`config.mk`:
```
export PLATFORM = sky130hd
export DESIGN_NAME = crest_factor_det
export DESIGN_NICKNAME = d
export VERILOG_FILES = /design/src/rtl/cf_pkg.sv /design/src/rtl/cf_blank_gate.sv /design/src/rtl/cf_cycle_mean.sv /design/src/rtl/cf_ema.sv /design/src/rtl/cf_fault_cmp.sv /design/src/rtl/crest_factor_det.sv
export SDC_FILE = /design/constraint.sdc
export NUM_CORES = 1
export LEC_CHECK = 0
export BUFFER_PORTS_ARGS = -buffer_cell sky130_fd_sc_hd__buf_2
export CORE_MARGIN = 2
export CORE_UTILIZATION = 60
export CTS_CLUSTER_SIZE = 40
export DETAILED_ROUTE_END_ITERATION = 8
export GPL_ROUTABILITY_DRIVEN = 0
export HOLD_SLACK_MARGIN = 0.15
export PLACE_DENSITY = 0.79
export SLEW_MARGIN = 5
export SYNTH_ARGS = -nofsm -noshare
export SYNTH_HDL_FRONTEND = slang
export SYNTH_SLANG_ARGS = --single-unit
```
`constraint.sdc`:
```
create_clock -name clk -period 7.9 [get_ports clk]
set_clock_uncertainty 0.1 [all_clocks]
set_input_delay 0.395 -clock clk [delete_from_list [all_inputs] [get_ports clk]]
set_output_delay 0.395 -clock clk [all_outputs]
set_load 0.05 [all_outputs]
```
`src/rtl/cf_pkg.sv`:
```
package cf_pkg;

    // Default geometry of the detector
    localparam int unsigned CF_SMP_W     = 10;   // sample width
    localparam int unsigned CF_BLANK     = 50;   // blanking cycles (1 us at 50 MHz)
    localparam int unsigned CF_MEAN_LOG2 = 3;    // samples per interval mean = 2**n
    localparam int unsigned CF_EMA_LOG2  = 4;    // moving-average weight 1/2**n
    localparam int unsigned CF_CEIL      = 150;  // largest average still trusted

    // Per-cycle sample events produced by the blanking gate
    typedef struct packed {
        logic take;    // sample accepted for mean and compare
        logic close;   // interval boundary (turn-on strobe)
    } cf_evt_t;

    // Width needed to hold five times a value of width w
    function automatic int unsigned cf_x5_width(int unsigned w);
        return w + 3;
    endfunction

endpackage

```
`src/rtl/cf_blank_gate.sv`:
```
module cf_blank_gate
    import cf_pkg::*;
#(
    parameter int unsigned BLANK_CYC = CF_BLANK
) (
    input  logic    clk,
    input  logic    rst,
    input  logic    lo,
    input  logic    lo_rise,
    input  logic    smp_valid,
    output cf_evt_t evt
);

    localparam int unsigned       CNT_W   = $clog2(BLANK_CYC + 1);
    localparam logic [CNT_W-1:0]  CNT_SAT = CNT_W'(BLANK_CYC);

    // Cycles since the turn-on strobe, saturating at the blanking length
    logic [CNT_W-1:0] since_q;

    always_ff @(posedge clk) begin
        if (rst) begin
            since_q <= '0;
        end else if (lo_rise) begin
            since_q <= CNT_W'(1);
        end else if (!lo) begin
            since_q <= '0;
        end else if (since_q != CNT_SAT) begin
            since_q <= since_q + CNT_W'(1);
        end
    end

    always_comb begin
        evt.close = lo_rise;
        evt.take  = lo && smp_valid && !lo_rise && (since_q == CNT_SAT);
    end

endmodule

```
`src/rtl/cf_cycle_mean.sv`:
```
module cf_cycle_mean
    import cf_pkg::*;
#(
    parameter int unsigned SMP_W     = CF_SMP_W,
    parameter int unsigned MEAN_LOG2 = CF_MEAN_LOG2
) (
    input  logic             clk,
    input  logic             rst,
    input  cf_evt_t          evt,
    input  logic [SMP_W-1:0] smp_data,
    output logic             mean_vld,
    output logic [SMP_W-1:0] mean
);

    localparam int unsigned          SUM_W = SMP_W + MEAN_LOG2;
    localparam int unsigned          N_W   = MEAN_LOG2 + 1;
    localparam logic [N_W-1:0]       N_FULL = N_W'(1) << MEAN_LOG2;

    logic [SUM_W-1:0] sum_q;
    logic [N_W-1:0]   cnt_q;
    logic             full;

    assign full = (cnt_q == N_FULL);

    always_ff @(posedge clk) begin
        if (rst) begin
            sum_q <= '0;
            cnt_q <= '0;
        end else if (evt.close) begin
            sum_q <= '0;
            cnt_q <= '0;
        end else if (evt.take && !full) begin
            sum_q <= sum_q + SUM_W'(smp_data);
            cnt_q <= cnt_q + N_W'(1);
        end
    end

    // Mean is offered only at the boundary and only for a full interval
    assign mean_vld = evt.close && full;
    assign mean     = sum_q[SUM_W-1:MEAN_LOG2];

endmodule

```
`src/rtl/cf_ema.sv`:
```
module cf_ema
    import cf_pkg::*;
#(
    parameter int unsigned SMP_W    = CF_SMP_W,
    parameter int unsigned EMA_LOG2 = CF_EMA_LOG2,
    parameter int unsigned AVG_CEIL = CF_CEIL
) (
    input  logic             clk,
    input  logic             rst,
    input  logic             mean_vld,
    input  logic [SMP_W-1:0] mean,
    output logic [SMP_W-1:0] avg,
    output logic             avg_high
);

    localparam int unsigned ACC_W = SMP_W + EMA_LOG2;

    logic [ACC_W-1:0] acc_q;
    logic [ACC_W-1:0] acc_nx;

    // acc never exceeds (2**SMP_W-1) << EMA_LOG2, so modular arithmetic is exact
    assign acc_nx = acc_q - (acc_q >> EMA_LOG2) + ACC_W'(mean);

    always_ff @(posedge clk) begin
        if (rst) begin
            acc_q <= '0;
        end else if (mean_vld) begin
            acc_q <= acc_nx;
        end
    end

    assign avg      = acc_q[ACC_W-1:EMA_LOG2];
    assign avg_high = (32'(avg) > AVG_CEIL);

endmodule

```
`src/rtl/cf_fault_cmp.sv`:
```
module cf_fault_cmp
    import cf_pkg::*;
#(
    parameter int unsigned SMP_W = CF_SMP_W
) (
    input  logic             clk,
    input  logic             rst,
    input  cf_evt_t          evt,
    input  logic [SMP_W-1:0] smp_data,
    input  logic [SMP_W-1:0] avg,
    input  logic             avg_high,
    input  logic             run_en,
    output logic             crest_fault
);

    localparam int unsigned P_W = cf_x5_width(SMP_W);

    logic [P_W-1:0] limit;
    logic           armed_q;
    logic           fired_q;
    logic           fault_q;
    logic           hit;

    // 5*avg as (avg << 2) + avg, widened so the sum cannot wrap
    assign limit = P_W'({avg, 2'b00}) + P_W'(avg);

    assign hit = evt.take && (armed_q || run_en) && !avg_high
                 && (P_W'(smp_data) > limit);

    always_ff @(posedge clk) begin
        if (rst) begin
            armed_q <= 1'b0;
            fired_q <= 1'b0;
            fault_q <= 1'b0;
        end else begin
            armed_q <= armed_q || run_en;
            fault_q <= hit && !fired_q;
            fired_q <= evt.close ? 1'b0 : (fired_q || hit);
        end
    end

    assign crest_fault = fault_q;

endmodule

```
`src/rtl/crest_factor_det.sv`:
```
module crest_factor_det
    import cf_pkg::*;
#(
    parameter int unsigned SMP_W     = CF_SMP_W,
    parameter int unsigned BLANK_CYC = CF_BLANK,
    parameter int unsigned MEAN_LOG2 = CF_MEAN_LOG2,
    parameter int unsigned EMA_LOG2  = CF_EMA_LOG2,
    parameter int unsigned AVG_CEIL  = CF_CEIL
) (
    input  logic             clk,
    input  logic             rst,
    input  logic             run_en,
    input  logic             lo,
    input  logic             lo_rise,
    input  logic             smp_valid,
    input  logic [SMP_W-1:0] smp_data,
    output logic             crest_fault,
    output logic             avg_high
);

    cf_evt_t          evt;
    logic             mean_vld;
    logic [SMP_W-1:0] mean;
    logic [SMP_W-1:0] avg;

    cf_blank_gate #(
        .BLANK_CYC (BLANK_CYC)
    ) u_gate (
        .clk       (clk),
        .rst       (rst),
        .lo        (lo),
        .lo_rise   (lo_rise),
        .smp_valid (smp_valid),
        .evt       (evt)
    );

    cf_cycle_mean #(
        .SMP_W     (SMP_W),
        .MEAN_LOG2 (MEAN_LOG2)
    ) u_mean (
        .clk      (clk),
        .rst      (rst),
        .evt      (evt),
        .smp_data (smp_data),
        .mean_vld (mean_vld),
        .mean     (mean)
    );

    cf_ema #(
        .SMP_W    (SMP_W),
        .EMA_LOG2 (EMA_LOG2),
        .AVG_CEIL (AVG_CEIL)
    ) u_ema (
        .clk      (clk),
        .rst      (rst),
        .mean_vld (mean_vld),
        .mean     (mean),
        .avg      (avg),
        .avg_high (avg_high)
    );

    cf_fault_cmp #(
        .SMP_W (SMP_W)
    ) u_cmp (
        .clk         (clk),
        .rst         (rst),
        .evt         (evt),
        .smp_data    (smp_data),
        .avg         (avg),
        .avg_high    (avg_high),
        .run_en      (run_en),
        .crest_fault (crest_fault)
    );

endmodule

```
Yosys cells after proc, flatten, opt, wreduce, memory -nomap -nowiden
Cells that the tools add are included.
{"block": "totals", "word_cells": 41, "inputBits": 16, "regBits": 40, "out_inout_bits": 2}
{"block": "op_classes", "reduce_logical": 17, "magnitude_cmp": 2, "n_mux": 3, "addsub": 6, "n_eq_ne": 4, "bitwise_logic": 1}
{"operator": "14-bit by 10-bit adder with 14-bit output", "n": 1}
{"operator": "14-bit by 10-bit subtractor with 14-bit output", "n": 1}
{"operator": "12-bit by 10-bit adder with 13-bit output", "n": 1}
{"operator": "13-bit by 10-bit adder with 13-bit output", "n": 1}
{"operator": "10-bit by 13-bit greater-than comparator with 1-bit output", "n": 1}
{"operator": "10-bit by 8-bit greater-than comparator with 1-bit output, second input constant", "n": 1}
{"operator": "1-bit logical AND", "n": 9}
{"operator": "6-bit by 1-bit adder with 6-bit output, second input constant", "n": 1}
{"operator": "6-bit == test, second input constant", "n": 1}
{"operator": "6-bit inequality test, second input constant", "n": 1}
{"operator": "4-bit by 1-bit adder with 4-bit output, second input constant", "n": 1}
{"operator": "4-bit == test, second input constant", "n": 1}
{"operator": "1-bit zero test", "n": 4}
{"operator": "1-bit 2-to-1 mux", "n": 3}
{"operator": "3-bit by 1-bit inequality test with 1-bit output, second input constant", "n": 1}
{"operator": "3-bit OR reduction", "n": 1}
{"operator": "1-bit logical OR", "n": 2}
{"operator": "2-bit OR reduction", "n": 1}
{"operator": "1-bit NOT", "n": 1}

Depth between registers and ports, before layout
{"block": "depth", "depth_word": 7, "mapped_depth": 14, "ltp_nobuf": 14}

Cells and area by module
From an unflattened synthesis, not the netlist that was laid out.
{"block": "unflattened", "cells_unflattened": 476, "hier_area_um2": 3921.3}
{"module": "cf_ema", "area_per_inst_um2": 1669.1, "seq_area_each_um2": 280.3, "cells_each": 205, "instances": 1}
{"module": "cf_cycle_mean", "area_per_inst_um2": 1211.2, "seq_area_each_um2": 340.3, "cells_each": 145, "instances": 1}
{"module": "cf_fault_cmp", "area_per_inst_um2": 714.4, "seq_area_each_um2": 60.1, "cells_each": 90, "instances": 1}
{"module": "cf_blank_gate", "area_per_inst_um2": 326.6, "seq_area_each_um2": 120.1, "cells_each": 36, "instances": 1}

Least setup slack after synthesis
No wires, ideal clock.
{"block": "synth_path", "kind": "register to register", "start": "register u_ema.acc_q[4]", "end": "register u_cmp.fired_q", "t_arrival_ns": 2.665, "setup_slack_ns": 5.019, "stages_incl_launch_ff": 15, "setup_time_ns": 0.117, "synth_period_minus_slack_ns": 2.881, "n_path_buf": 0, "required_ns": 7.683, "path_cell_list": "dfxtp_1 ha_1 fa_1 a211o_1 o211ai_1 nand2b_1 a21oi_1 xor2_1 ha_1 nand2_1 or2_2 nor3_1 nor4_1 nand4_1 o21ai_1"}
{"block": "synth_between", "elab_chain_len": 5, "word_cells_on_any_way": 7, "cone_classes": "add/sub: 1; order compare: 2; reduce/logical: 4"}
{"element": "from (decl)", "line_no": "cf_ema.sv:18", "text": "logic [ACC_W-1:0] acc_q;"}
{"element": "from (signal assigned)", "line_no": "cf_ema.sv:28", "text": "acc_q <= acc_nx;"}
{"element": "parallel branches: the longest is 3 deep, another holds 12-bit by 10-bit adder with 13-bit output"}
{"element": "1-bit logical AND (*)", "line_no": "cf_fault_cmp.sv:28", "text": "&& (P_W'(smp_data) > limit);"}
{"element": "1-bit logical OR (*)", "line_no": "cf_fault_cmp.sv:38", "text": "fired_q <= evt.close ? 1'b0 : (fired_q || hit);"}
{"element": "to (signal assigned)", "line_no": "cf_fault_cmp.sv:38"}
{"element": "to (decl)", "line_no": "cf_fault_cmp.sv:20", "text": "logic fired_q;"}
Every way passes the cells marked *.
A chain may end at the register's enable or synchronous reset.

Final worst setup path
Ends and elaborated chain as after synthesis.

==> metrics.md <==
| Metric | Value |
|---|---|
| Final period utilization | 40.9% |
| Total GRT Usage | 26.5% |
| RSZ-0062 raised after global routing | false |
| Top-Level Pins | 18 |
| Yosys warnings | 0 |
| Leak pwr | 1.70 nW |
| Int Pwr | 0.283 mW |
| Comb power frac | 7.3% |
| Core area | 5890 um^2 |
| Vias per inst | 5.83 |
| Worst setup EP type | register |
| Clk buf depth | 2 |
| Post-synth EDFFs | 0 |
| CP Class | register to register |
| Slew HR | 58.5% |
| Hold-fix buffers, CTS | 0 |
| IO buf count | 17 |
| Outcome | complete, no violations |
| Syn nets | 533 |
| Initial antenna violation count | 0 |
| Reg2reg end | u_cmp.fired_q |
| Seq cells post-synth | 40 |
| Slowest-stage cell, CP | fa_1 |
| Final Non-Filler Cells | 544 |
| Via count | 3170 |
| # fillers | 508 |
| Share of cells above drive strength 1 | 7.46% |
| Avg Cell Area, Syn | 8.04 um^2 |
| Worst hold start | run_en |
| Max-cap violations | 0 |
| Cells after synthesis | 454 |
| Final Max Slew Viols | 0 |
| Slew at the pin closest to its max-slew limit | 623 ps |
| Starting Density | 62.0% |
| Row count | 28 |
| First DRT Iteration DRCs | 93 |
| First drt pass iteration count | 4 |
| CP Launch Type | register |
| Postcts setup bufs | 0 |
| Die ar. | 6720 um^2 |
| Post-Place Cell Area | 3780 um^2 |
| CTS tree | done |
| Ys async rst share | 0% |
| CP cell instances | ha_1 -> fa_1 -> a211o_1 -> o211ai_1 -> nand2b_1 -> a21oi_1 -> xor2_1 -> ha_1 -> nand2_1 -> or2_2 -> nor3_1 -> nor4_1 -> nand4_1 -> o21ai_1 |
| Part of the power in the clock network | 38.8% |
| Die height | 82.0 um |
| Nets | 547 |
| Fmax achieved | 310 MHz |
| Worst hold-check path type | primary input to register |
| PwrDens | 97.0 nW/um^2 |
| CTS resizes | 0 |
| Synth top area share | 21.9% |
| Area contributors post-synth | dfxtp_1 (22%), ha_1 (17%), fa_1 (6.6%) |
| WL/cell | 15.0 um |
| Sequential Power Share | 54.0% |
| # placed instances | 536 |
| Pre-CTS setup slack | 4760 ps |
| Synth area leader | dfxtp_1 |
| CTS Root Cell | clkbuf_8 |
| Final WS setup | 4670 ps |
| FF-to-FF Start | u_ema.acc_q[4] |
| Setup tns final | 0 ps |
| Clk sinks | 40 |
| Syn Std Cell Area | 3650 um^2 |
| Die W | 82.0 um |
| Tot Pwr | 0.376 mW |
| Reg clk slew, reported paths | 90 ps |
| Number of global-route vias before repair | 3128 |
| Switching share of power | 24.8% |
| Wire length of the first global-routing pass | 13.7 mm |
| Top_reg_cell synth | dfxtp_1 |
| WHS Endpoint | u_cmp.armed_q |
| WP data arrival | 3320 ps |
| Maximum level of the CTS H-tree | 2 |
| Critical Path Max Stage Delay | 440 ps |
| Psw | 0.0930 mW |
| Library cells used by synthesis | 55 |
| Cell area after layout | 3870 um^2 |
| Antenna diodes | 0 |
| Final Hold Viols | 0 |
| Worst hold slack | 223 ps |
| Clock Latency Late Sink | 300 ps |
| VDD IR max | 70.9 uV |
| Drc violations | 0 |
| Hold path depth | 3 |
| Reg2reg path depth | 14 |
| Largest net degree at the start of global routing | 24 |
| Flop-to-flop setup slack | 4670 ps |
| Final setup fails | 0 |
| Required @ worst endpoint | 7990 ps |
| Layout Area Growth over Synthesis | 6.14% |
| Detailed Place HPWL | 6.37 mm |
| Final core occ | 65.8% |
| CP max FO | 6 |
| TritonCTS Buffers | 5 |
| Final ANT Viol Nets | 0 |
| Total congestion overflow | 0 |
| Post-route minimum period | 3230 ps |
| Drt total wl | 8.17 mm |
| Sequential share of the synthesized area | 21.9% |
| CP most frequent cell | ha_1 |
==> power groups by stage <==
stage,sequential (mW),clock (mW),combinational [mW]
finish,0.203,0.146,0.0272
global placement,0.208,0,0.0261
global route,0.203,0.157,0.0303
floorplan,0.207,0,0.0169
CTS,0.203,0.148,0.0270
detailed placement,0.208,0,0.0269
==> worst max path at each step <==
stage	startpoint	to	slack, ps	cells past startpoint
global route	u_ema.acc_q[4]	u_cmp.crest_fault	4470	14
finish	u_ema.acc_q[4]	u_cmp.fired_q	4670	14
detailed placement	u_ema.acc_q[7]	u_cmp.fired_q	4760	13
CTS	u_ema.acc_q[7]	u_cmp.fired_q	4720	13
global placement	u_ema.acc_q[4]	u_cmp.crest_fault	4890	14
floorplan	u_ema.acc_q[4]	u_cmp.fired_q	5020	14
==> logic make-up after synthesis <==
family,count (synthesis),synth area share [%]
flops,40,21.9
xor+xnor,27,6.48
fa+ha+maj,63,24.1
buf+inv,74,7.89
compound gates,112,20.4
simple gates,136,18.7
mux,2,0.549
==> area by class of cell <==
type / count / area, um^2 / share of cell area (%)
inverters: 64 / 240 / 6.20
multi-input cells: 340 / 2560 / 66.1
clock inverters: 2 / 10.0 / 0.258
clock buffers: 6 / 82.6 / 2.13
flip-flops and latches: 40 / 801 / 20.7
repair buffers: 17 / 85.1 / 2.20
well taps: 75 / 93.8 / 2.42
==> synth_stat cells (4+ instances only) <==
cell      instances
inv_1            64
ha_1             51
dfxtp_1          40
nand2_1          39
a21oi_1          38
nor2_1           29
xnor2_1          18
o21ai_0          17
nand3_1          13
nor3_1           13
fa_1             12
a21o_1            9
xor2_1            9
a211oi_1          8
clkbuf_1          7
nor4_1            6
o21a_1            6
or3_1             5
a31oi_1           4
nand2b_1          4
nand3b_1          4
nand4_1           4
o21ai_1           4
==> cells in the final DEF (no fill, tap or decap), types with 2 or more instances in the layout <==
cell type	count
inv_1	64
ha_1	51
dfxtp_1	40
nand2_1	39
a21oi_1	38
nor2_1	29
xnor2_1	18
o21ai_0	17
buf_2	17
nand3_1	13
nor3_1	13
fa_1	12
a21o_1	9
xor2_1	9
a211oi_1	8
nor4_1	6
o21a_1	6
clkbuf_8	6
or3_1	5
nand4_1	4
nand2b_1	4
nand3b_1	4
o21ai_1	4
a31oi_1	4
o21bai_1	3
a211o_1	3
or2_2	3
and3_1	3
o31ai_1	3
mux2i_1	2
o211ai_1	2
nor3b_1	2
and2_1	2
o31a_1	2
nor2b_1	2
o311ai_1	2
clkinv_2	2
==> state kept, by name (all words and copies together) (netlist names) <==
register	count
u_mean.sum_q	13
u_ema.acc_q	14
u_cmp.crest_fault	1
u_cmp.armed_q	1
u_gate.since_q	6
u_mean.cnt_q	4
u_cmp.fired_q	1
==> per-layer routing <==
layer  up-vias  routed length, um  GRT usage [%]
met5         -                  0              0
met4         0                164           8.83
met3        14                285           4.62
met2        68               3950           47.7
met1      1483               3770           31.6
li1       1605                  -              -
==> worst max-delay path: cells and delay by family, from the launching register on <==
kind,cells,cell delay (ps)
DFF,1,370
and+or+nand+nor,6,870
adders and majority gates,3,990
AOI/OAI and AO/OA,4,690
xor gates and xnor gates,1,90
(Power assumes the default switching activity.)
